==> src/rtl/wp_pkg.sv <==
package wp_pkg;

    typedef enum logic [2:0] {
        LK_TIGHT  = 3'b001,
        LK_LOCKED = 3'b010,
        LK_OPEN   = 3'b100
    } lock_e;

    typedef enum logic [1:0] {
        OP_OPEN  = 2'd0,
        OP_CLOSE = 2'd1,
        OP_SEAL  = 2'd2
    } op_e;

    localparam logic [7:0] CMD_OPEN_RANGE  = 8'h23;
    localparam logic [7:0] CMD_OPEN_ALL    = 8'h27;
    localparam logic [7:0] CMD_CLOSE_RANGE = 8'h2A;
    localparam logic [7:0] CMD_SEAL_RANGE  = 8'h2C;

    typedef struct packed {
        logic hit;
        logic whole;
        op_e  op;
    } cmd_dec_t;

    typedef struct packed {
        logic       fin;
        logic       wr;
        logic       err;
        logic [2:0] val;
    } step_t;

    function automatic cmd_dec_t decode_cmd(input logic [7:0] code);
        cmd_dec_t d;
        d = '{hit: 1'b0, whole: 1'b0, op: OP_OPEN};
        case (code)
            CMD_OPEN_RANGE:  d = '{hit: 1'b1, whole: 1'b0, op: OP_OPEN};
            CMD_OPEN_ALL:    d = '{hit: 1'b1, whole: 1'b1, op: OP_OPEN};
            CMD_CLOSE_RANGE: d = '{hit: 1'b1, whole: 1'b0, op: OP_CLOSE};
            CMD_SEAL_RANGE:  d = '{hit: 1'b1, whole: 1'b0, op: OP_SEAL};
            default:         d.hit = 1'b0;
        endcase
        return d;
    endfunction

    // One walk step: decides write, error and termination for the visited block.
    function automatic step_t walk_step(input op_e op, input logic [2:0] cur,
                                        input logic past_end, input logic oob,
                                        input logic at_last);
        step_t s;
        s = '{fin: 1'b0, wr: 1'b0, err: 1'b0, val: 3'b000};
        if (past_end) begin
            s.fin = 1'b1;
        end else if (oob) begin
            s.fin = 1'b1;
            s.err = 1'b1;
        end else if (op == OP_SEAL) begin
            if (cur != LK_OPEN) begin
                s.wr  = 1'b1;
                s.val = LK_TIGHT;
            end
            s.fin = at_last;
        end else if (cur == LK_TIGHT) begin
            s.fin = 1'b1;
        end else begin
            s.wr  = 1'b1;
            s.val = (op == OP_OPEN) ? LK_OPEN : LK_LOCKED;
            s.fin = at_last;
        end
        return s;
    endfunction

endpackage

==> src/rtl/wp_range_regs.sv <==
module wp_range_regs #(
    parameter int DATA_W = 16,
    parameter int IDX_W  = 4
) (
    input  logic              clk,
    input  logic              rst,
    input  logic              wr_en,
    input  logic              wr_sel,
    input  logic [DATA_W-1:0] wr_data,
    input  logic              hold,
    output logic [IDX_W-1:0]  start_q,
    output logic [IDX_W-1:0]  end_q
);
    logic [IDX_W-1:0] masked;
    assign masked = wr_data[IDX_W-1:0];

    always_ff @(posedge clk) begin
        if (rst) begin
            start_q <= '0;
            end_q   <= '0;
        end else if (wr_en && !hold) begin
            if (!wr_sel) begin
                start_q <= masked;
                end_q   <= masked;
            end else begin
                end_q <= masked;
            end
        end
    end

    AST_RANGE_FROZEN: assert property (@(posedge clk) disable iff (rst)
        hold |=> ($stable(start_q) && $stable(end_q)));

endmodule

==> src/rtl/wp_state_array.sv <==
module wp_state_array
    import wp_pkg::*;
#(
    parameter int NUM_BLOCKS = 12,
    parameter int IDX_W      = 4
) (
    input  logic             clk,
    input  logic             rst,
    input  logic             wr_en,
    input  logic [IDX_W-1:0] wr_idx,
    input  logic [2:0]       wr_val,
    input  logic [IDX_W-1:0] rd_idx,
    output logic [2:0]       rd_val,
    input  logic [IDX_W-1:0] lk_idx,
    output logic [2:0]       lk_val
);
    logic [NUM_BLOCKS-1:0][2:0] st_all;

    for (genvar g = 0; g < NUM_BLOCKS; g++) begin : g_blk
        logic [2:0] st_q;
        always_ff @(posedge clk) begin
            if (rst) begin
                st_q <= LK_LOCKED;
            end else if (wr_en && (wr_idx == IDX_W'(g))) begin
                st_q <= wr_val;
            end
        end
        assign st_all[g] = st_q;

        AST_STATE_ONEHOT: assert property (@(posedge clk) disable iff (rst)
            $countones(st_q) == 1);
        AST_SEAL_STICKY: assert property (@(posedge clk) disable iff (rst)
            (st_q == LK_TIGHT) |=> (st_q == LK_TIGHT));
    end

    always_comb begin
        rd_val = 3'b000;
        lk_val = 3'b000;
        for (int i = 0; i < NUM_BLOCKS; i++) begin
            if (rd_idx == IDX_W'(i)) rd_val = st_all[i];
            if (lk_idx == IDX_W'(i)) lk_val = st_all[i];
        end
    end

endmodule

==> src/rtl/wp_walker.sv <==
module wp_walker
    import wp_pkg::*;
#(
    parameter int NUM_BLOCKS = 12,
    parameter int IDX_W      = 4
) (
    input  logic             clk,
    input  logic             rst,
    input  logic             cmd_valid,
    input  logic [7:0]       cmd_code,
    input  logic [IDX_W-1:0] start_q,
    input  logic [IDX_W-1:0] end_q,
    input  logic [2:0]       rd_val,
    output logic [IDX_W-1:0] rd_idx,
    output logic             wr_en,
    output logic [IDX_W-1:0] wr_idx,
    output logic [2:0]       wr_val,
    output logic             busy,
    output logic             done,
    output logic             err,
    output logic [2:0]       wp_status
);
    localparam logic [IDX_W-1:0] LAST_IDX = IDX_W'(NUM_BLOCKS - 1);

    logic             busy_q, done_q, err_q;
    logic [IDX_W-1:0] cur_q, last_q;
    op_e              op_q;
    logic [2:0]       status_q;
    cmd_dec_t         dec;
    step_t            step;

    assign dec  = decode_cmd(cmd_code);
    assign step = walk_step(op_q, rd_val, cur_q > last_q,
                            int'(cur_q) >= NUM_BLOCKS, cur_q == last_q);

    assign rd_idx = cur_q;
    assign wr_idx = cur_q;
    assign wr_en  = busy_q && step.wr;
    assign wr_val = step.val;

    always_ff @(posedge clk) begin
        if (rst) begin
            busy_q   <= 1'b0;
            done_q   <= 1'b0;
            err_q    <= 1'b0;
            cur_q    <= '0;
            last_q   <= '0;
            op_q     <= OP_OPEN;
            status_q <= LK_LOCKED;
        end else begin
            done_q <= 1'b0;
            err_q  <= 1'b0;
            if (!busy_q) begin
                if (cmd_valid && dec.hit) begin
                    busy_q <= 1'b1;
                    op_q   <= dec.op;
                    cur_q  <= dec.whole ? '0 : start_q;
                    last_q <= dec.whole ? LAST_IDX : end_q;
                end
            end else begin
                if (step.wr) status_q <= step.val;
                if (step.fin) begin
                    busy_q <= 1'b0;
                    done_q <= 1'b1;
                    err_q  <= step.err;
                end else begin
                    cur_q <= cur_q + 1'b1;
                end
            end
        end
    end

    assign busy      = busy_q;
    assign done      = done_q;
    assign err       = err_q;
    assign wp_status = status_q;

    AST_DONE_SINGLE: assert property (@(posedge clk) disable iff (rst)
        done |=> !done);
    AST_BUSY_FALL_DONE: assert property (@(posedge clk) disable iff (rst)
        $fell(busy) |-> done);
    AST_ERR_WITH_DONE: assert property (@(posedge clk) disable iff (rst)
        err |-> done);
    AST_WRITE_INSIDE: assert property (@(posedge clk) disable iff (rst)
        wr_en |-> (int'(wr_idx) < NUM_BLOCKS));
    AST_STATUS_ONEHOT: assert property (@(posedge clk) disable iff (rst)
        $countones(wp_status) == 1);

endmodule

==> src/rtl/blk_protect_mgr.sv <==
module blk_protect_mgr
    import wp_pkg::*;
#(
    parameter int NUM_BLOCKS = 12,
    parameter int DATA_W     = 16,
    localparam int IDX_W     = $clog2(NUM_BLOCKS)
) (
    input  logic              clk,
    input  logic              rst,
    input  logic              cfg_wr,
    input  logic              cfg_sel,
    input  logic [DATA_W-1:0] cfg_data,
    input  logic              cmd_valid,
    input  logic [7:0]        cmd_code,
    output logic              busy,
    output logic              done,
    output logic              cmd_err,
    output logic [2:0]        wp_status,
    output logic [IDX_W-1:0]  range_start,
    output logic [IDX_W-1:0]  range_end,
    input  logic [IDX_W-1:0]  lk_idx,
    output logic [2:0]        lk_state
);
    logic             wr_en;
    logic [IDX_W-1:0] wr_idx, rd_idx;
    logic [2:0]       wr_val, rd_val;

    wp_range_regs #(.DATA_W(DATA_W), .IDX_W(IDX_W)) u_range (
        .clk(clk), .rst(rst), .wr_en(cfg_wr), .wr_sel(cfg_sel),
        .wr_data(cfg_data), .hold(busy),
        .start_q(range_start), .end_q(range_end)
    );

    wp_state_array #(.NUM_BLOCKS(NUM_BLOCKS), .IDX_W(IDX_W)) u_array (
        .clk(clk), .rst(rst), .wr_en(wr_en), .wr_idx(wr_idx), .wr_val(wr_val),
        .rd_idx(rd_idx), .rd_val(rd_val), .lk_idx(lk_idx), .lk_val(lk_state)
    );

    wp_walker #(.NUM_BLOCKS(NUM_BLOCKS), .IDX_W(IDX_W)) u_walk (
        .clk(clk), .rst(rst), .cmd_valid(cmd_valid), .cmd_code(cmd_code),
        .start_q(range_start), .end_q(range_end), .rd_val(rd_val),
        .rd_idx(rd_idx), .wr_en(wr_en), .wr_idx(wr_idx), .wr_val(wr_val),
        .busy(busy), .done(done), .err(cmd_err), .wp_status(wp_status)
    );

endmodule

==> config.mk <==
export PLATFORM = sky130hd
export DESIGN_NAME = blk_protect_mgr
export DESIGN_NICKNAME = d
export VERILOG_FILES = /design/src/rtl/wp_pkg.sv /design/src/rtl/wp_range_regs.sv /design/src/rtl/wp_state_array.sv /design/src/rtl/wp_walker.sv /design/src/rtl/blk_protect_mgr.sv
export SDC_FILE = /design/constraint.sdc
export NUM_CORES = 1
export LEC_CHECK = 0
export ABC_AREA = 0
export BUFFER_PORTS_ARGS = -buffer_cell sky130_fd_sc_hd__buf_2
export CAP_MARGIN = 25
export CORE_ASPECT_RATIO = 1.2
export CORE_UTILIZATION = 58
export CTS_CLUSTER_DIAMETER = 200
export CTS_CLUSTER_SIZE = 16
export DETAILED_ROUTE_END_ITERATION = 12
export PLACE_DENSITY = 0.8
export RECOVER_POWER = 50
export SLEW_MARGIN = 0
export SYNTH_ARGS = -nofsm -noshare
export SYNTH_HDL_FRONTEND = slang
export SYNTH_SLANG_ARGS = --single-unit
==> constraint.sdc <==
create_clock -name clk -period 3.1 [get_ports clk]
set_input_delay 0.31 -clock clk [delete_from_list [all_inputs] [get_ports clk]]
set_output_delay 0.31 -clock clk [all_outputs]
set_load 0.05 [all_outputs]
# Word level (Yosys, flattened, before mapping)
# Index checks and enable logic that the tools add are counted.
dict set report word_totals {
  regBits 60
  in_bits 33
  output_inout_bits 17
  elab_cells 134
}
dict set report op_classes {
  add_sub_neg 1
  magnitude_cmp 2
  n_eq_ne 31
  mux 49
  n_bitwise 3
  n_reduce_logical 27
}
# op n
set ops {}
lappend ops {{two-way mux 3 bit} 28}
lappend ops {{== test 4 x 3 -> 1 bit, second input constant} 8}
lappend ops {{== test 4 bit, second input constant} 8}
lappend ops {{== test 8 x 6 -> 1 bit, second input constant} 4}
lappend ops {{two-way mux 4 bit} 5}
lappend ops {{== test 4 x 2 -> 1 bit, second input constant} 4}
lappend ops {{logical AND 1 bit} 15}
lappend ops {{two-way mux 1 bit} 13}
lappend ops {{case mux 3 bit (3 select lines)} 1}
lappend ops {{== test 4 x 1 -> 1 bit, second input constant} 2}
lappend ops {{logical NOT 4 bit} 2}
lappend ops {{AND reduction 2 bit} 4}
lappend ops {{OR reduction 4 bit} 2}
lappend ops {{two-way mux 5 bit} 1}
lappend ops {{adder 4 x 1 -> 4 bit, second input constant} 1}
lappend ops {{== test 4 bit} 1}
lappend ops {{greater-or-equal comparator 4 bit, second input constant} 1}
lappend ops {{greater-than comparator 4 bit} 1}
lappend ops {{== test 3 x 1 -> 1 bit, second input constant} 1}
lappend ops {{inequality test 3 bit, second input constant} 1}
lappend ops {{NOT 1 bit} 3}
lappend ops {{== test 2 bit, second input constant} 1}
lappend ops {{logical NOT 2 bit} 1}
lappend ops {{two-way mux 2 bit} 1}
lappend ops {{4 further kinds} 4}

# Depth between registers and ports, before layout
dict set report depth {
  ltp_word 20
  ltp_mapped 13
  mapped_depth_nobuf 10
}

# Hierarchy
# From an unflattened synthesis, not the netlist that was laid out.
dict set report hier_totals {
  cells_unflattened 413
  area_unflattened_um2 3523.4
}
# mod n_inst cells_each area_each_um2 seq_area_each_um2
set by_module_without_submodules {}
lappend by_module_without_submodules {wp_state_array 1 257 2155.8 720.7}
lappend by_module_without_submodules {wp_walker 1 120 1068.5 320.3}
lappend by_module_without_submodules {wp_range_regs 1 36 299.0 160.2}

# Least setup slack after synthesis
# Ideal clock, no wire load.
dict set report synth_path {
  kind {input to output}
  startpoint {in lk_idx[0]}
  endpoint {out lk_state[2]}
  t_arrival_ns 2.502
  required_ns 2.790
  setup_slack_ns 0.288
  path_stages 8
  path_buffers 2
  path_cell_list {clkbuf_1 -> clkbuf_1 -> a31oi_1 -> o21ai_0 -> nor2_1 -> a211oi_1 -> a21oi_1 -> o21ai_0}
}
dict set report synth_via {
  elab_chain_len 13
  word_cells_on_any_way 24
  cone_classes {11 x eq/ne; 12 x mux; 1 x reduce/logical}
}
# item line
set synth_rtl {}
lappend synth_rtl {{start: declaration} blk_protect_mgr.sv:21} ;# input logic [IDX_W-1:0] lk_idx,
lappend synth_rtl {{logical NOT 4 bit} wp_state_array.sv:41} ;# if (lk_idx == IDX_W'(i)) lk_val = st_all[i];
lappend synth_rtl {{two-way mux 3 bit (11 in series)} wp_state_array.sv:41}
lappend synth_rtl {{two-way mux 3 bit *} wp_state_array.sv:41}
lappend synth_rtl {{end: declaration} blk_protect_mgr.sv:22} ;# output logic [2:0] lk_state
# Every way passes the cells marked *; elsewhere a longest branch is shown, timed or not.

# Final worst setup path
dict set report layout_path {
  startpoint {reg u_walk.cur_q[1], in the netlist u_walk.rd_idx[1]}
  endpoint {reg u_array.g_blk[4].st_q[2]}
}
dict set report layout_via {
  elab_chain_len 20
  word_cells_on_any_way 38
  cone_classes {2 x order compare; 13 x eq/ne; 20 x mux; 3 x reduce/logical}
}
# item line
set layout_rtl {}
lappend layout_rtl {{start: declaration} wp_walker.sv:26} ;# logic [IDX_W-1:0] cur_q, last_q;
lappend layout_rtl {{start signal: assignment} wp_walker.sv:57} ;# cur_q <= dec.whole ? '0 : start_q;
lappend layout_rtl {{start signal: assignment} wp_walker.sv:67} ;# cur_q <= cur_q + 1'b1;
lappend layout_rtl {{logical NOT 4 bit} wp_state_array.sv:40} ;# if (rd_idx == IDX_W'(i)) rd_val = st_all[i];
lappend layout_rtl {{two-way mux 3 bit (12 in series)} wp_state_array.sv:40}
lappend layout_rtl {{== test 3 x 1 -> 1 bit / inequality test 3 bit (equally long branches)} {wp_pkg.sv:63, wp_pkg.sv:58}}
lappend layout_rtl {{two-way mux 1 bit (on tied branches)} {wp_pkg.sv:63, wp_pkg.sv:58}}
lappend layout_rtl {{two-way mux 2 bit} wp_pkg.sv:57} ;# end else if (op == OP_SEAL) begin
lappend layout_rtl {{two-way mux 1 bit} wp_pkg.sv:54} ;# end else if (oob) begin
lappend layout_rtl {{two-way mux 5 bit} wp_pkg.sv:52} ;# if (past_end) begin
lappend layout_rtl {{logical AND 1 bit} wp_walker.sv:38} ;# assign wr_en = busy_q && step.wr;
lappend layout_rtl {{logical AND 1 bit} wp_state_array.sv:24} ;# end else if (wr_en && (wr_idx == IDX_W'(g))) begin
lappend layout_rtl {{end signal: assignment} wp_state_array.sv:25} ;# st_q <= wr_val;
lappend layout_rtl {{end: declaration} wp_state_array.sv:20} ;# logic [2:0] st_q;
# Several ways; a longest one is shown, not always the timed one.
# A chain may end at the register's enable or synchronous reset.

==> results.txt <==
The run finished with clean final reports. The setup skew after layout is 0.00647 ns. The count of cells in the finished layout, fillers not included, comes to 563. The time the worst path needs with I/O delays and setup is 2.98 ns. The number of top-level design ports is 50. The clock tree from TritonCTS is done.

The average detailed-routed wire length per instance is 17.3 um. The tool flagged a number of max-cap violations equal to 0. The number of pins with negative max-slew slack in the final report is 0.

The leftover overflow at the end of global routing is 0. The placeable core area came out at 6050 sq um. The via count of the first global-routing pass is 3302. The fraction of power consumed by the clock network is 0.441. The netlist area before placement is 3640 sq um.

The width of the die is 74.3 um. At the worst endpoint, the required time is 3.31 ns. The number of clock buffers inserted by TritonCTS is 9.

After filler insertion, the fill cell instance count of the layout stands at 515. The initial antenna violation count is 0. Summing all flip-flop and latch instances after layout gives 1200 sq um.

Clock-pin slew was measured on the worst setup and hold paths at 0.08 ns. The average cell area after synthesis is 8.36 sq um. The setup slack after layout is 0.124 ns. Clock latency on the worst-skew pair, taken at its later pin, is 0.35 ns. The cell count after placement is 546.

Synthesis inferred 60 register bits. The DRC violation total after the first TritonRoute iteration is 290. The analysis attributes to net switching a power of 0.449 mW. The number of unique standard cell types used by synthesis came out at 57. The area share of the leading cell type in the synthesized netlist came out at 0.330. In this run the static leakage power is 1.43 nW. In the synthesized netlist, the number of instances is 435. The nature of the critical path endpoint is a flip-flop.

The proportion of power drawn by combinational gates came out at 0.083. The cell-internal power is 1.19 mW. The initial utilization of the core area, before any placement, comes to 0.601. The post-synthesis net count is 476.

In this run the worst path has a maximum fanout of 14. The number of placement rows came out at 31. The detail route stage leaves a number of antenna-violating nets equal to 0. The number of nets in the final layout is 517. The endpoint arrival time on the critical path is 3.19 ns.

In the routed layout, each cell is associated on average with a via count of 6.18. Hold repair after CTS inserted 0 buffers. The placed wire-length estimate after detailed placement came out at 6.86 mm. The congestion estimate from routability-driven global placement came to 0.922. The total of buffers placed on input and output ports came out at 37. In the post-synthesis netlist, the cell with the most instances is dfxtp_1.

The critical path is of the reg2reg type. The diode insertion count for antenna repair came out at 0. The commonest cells after synthesis are dfxtp_1 (60), nand2_1 (56), mux2i_1 (44).

The worst setup timing slack at the placement stage is 0.0363 ns. STA classifies the critical path startpoint as a flip-flop. The most common flop cell mapped by yosys is dfxtp_1. The ratio of cells with drive above 1 in the final layout is 0.177. The routed wire length came out at 9.74 mm. Dividing the final minimum period by the clock period gives 0.960.

The length of the first detailed-routing pass in iterations is 7. Overall power consumption after layout is estimated at 1.64 mW. The final setup violation count came out at 0.

The power density relative to cell area is 394 nW/um^2. For this design, the sink count on the clock tree is 60. The floorplan step defined a die boundary enclosing 6590 sq um. The path class of the tightest hold or removal check is in2reg.

The number of synthesized flops with an enable pin came out at 0. The area growth from synthesis to layout came out at 14.6%. The H-tree depth reported by CTS is 3. The async set or reset register ratio after synthesis came out at 0.

The global-route wire length before repair came out at 15.6 mm. The root buffer cell is clkbuf_8. The sequential fraction of the synthesis area is 0.330.

The Yosys step of the flow raised 0 warnings. Ranked by total cell area, the synthesized netlist is headed by dfxtp_1 (33%), mux2i_1 (12%), nand2_1 (5.8%), nor2_1 (4.4%), a21oi_1 (3.0%). For this block, the via count after detailed routing is 3477. The post-route core utilization came out at 0.689. In this run the vertical extent of the chip is 88.8 um. The biggest area contributor in the post-synthesis netlist is dfxtp_1. The relative slew slack came out at 0.440. The slew of the pin with the lowest slew margin is 0.840 ns. The share of total power dissipated in sequential elements is 0.477.

Summing all multi-input logic gate instances after layout gives 2310 sq um. The number of hold-slack violations in the final timing report came out at 0. The clock passes through at most 2 buffers. The maximum clock frequency came out at 336 MHz. The maximum number of pins on one net before global-route repair is 36. The residual DRC count is 0. The total global routing track utilization came out at 0.319. The fraction of power spent switching nets is 0.273. Across the VDD grid, the largest voltage drop is 0.363 mV.
==> cells by family (layout without fill, tap and decap cells) <==
family                     after synthesis  count (layout)  synth area share
buffers and inverters                   43              89            0.0512
DFF                                     60              60             0.330
muxes                                   48              48             0.146
and+or+nand+nor                        181             181             0.267
AOI/OAI and AO/OA                       95              95             0.179
adders and majority gates                8               8            0.0275
==> per-layer routing <==
layer,GRT usage,routed length [um],vias to the layer above
li1,-,-,1640
met4,0.178,386,0
met1,0.354,3800,1617
met2,0.543,4930,167
met5,0,0,-
met3,0.0934,624,53
==> state kept, by name, indices dropped and copies added (netlist names) <==
name and count:
u_array.g_blk.st_q 36, u_range.end_q 4, u_range.start_q 4, u_walk.busy 1, u_walk.done 1, u_walk.err 1, u_walk.last_q 4, u_walk.op_q 2
u_walk.rd_idx 4, u_walk.wp_status 3
==> final timing paths <==
check	from	end	slack (ns)	depth (start not counted)
max	u_walk.rd_idx[1]	u_array.g_blk[4].st_q[2]	0.12	13
min	cfg_data[0]	u_range.end_q[0]	0.21	3
max reg2reg	u_walk.rd_idx[1]	u_array.g_blk[4].st_q[2]	0.12	13
min reg2reg	u_walk.last_q[2]	u_walk.last_q[2]	0.47	2
==> power by group through the flow <==
stage	Sequential (mW)	Combinational [mW]	Clock [mW]
3_3_place_gp	0.800	0.133	0
6_report	0.783	0.136	0.723
2_1_floorplan	0.818	0.0743	0
3_5_place_dp	0.801	0.137	0
4_1_cts	0.783	0.137	0.728
5_1_grt	0.783	0.146	0.764
==> area by class of cell <==
| class | instances | share of cell area |
|---|---|---|
| flip-flops and latches | 60 | 0.288 |
| repair buffers | 56 | 0.0705 |
| multi-input cells | 332 | 0.554 |
| clock inverters | 7 | 0.0180 |
| clock buffers | 9 | 0.0297 |
| well taps | 82 | 0.0246 |
| inverters | 17 | 0.0153 |
==> through the flow <==
step,TNS [ns],hold slack (ns),instance area (sq um)
final,0,0.206,4170
after global placement,0,0.443,3940
after CTS,0,0.202,4150
after global routing,-0.00258,0.203,4170
after floorplan,0,0.422,3640
after detailed placement,0,0.453,3940
==> layout by cell type (no fill, tap or decap), drive strengths merged, types with 5 or more instances in the layout <==
cell,instances
inv,19
nor3b,7
o21a,5
o22ai,5
dfxtp,60
mux2i,44
a21oi,23
nand4,5
nor2,49
a211oi,12
o21ai,24
nand2b,9
nand3,13
nor3,5
buf,35
clkbuf,30
nand3b,10
nand2,56
nor2b,11
ha,8
==> worst max-delay path: stages, from the launching register on <==
cell and delay, ns:
dfxtp_2 0.39, inv_1 0.11, ha_1 0.23, buf_4 0.19, nand3b_1 0.17, a311o_1 0.32, a221o_1 0.36, nand2_1 0.11
nand3b_1 0.15, o22ai_4 0.22, buf_4 0.24, nor4_4 0.06, buf_4 0.17, mux2i_1 0.12
==> what timing repair did <==
action,CTS,global route
setup buffers,0,1
resized for setup,1,10
hold endpoints to repair,0,0
setup endpoints to repair,1,35
pin swaps,0,1
Power figures use the tool's default switching activity.
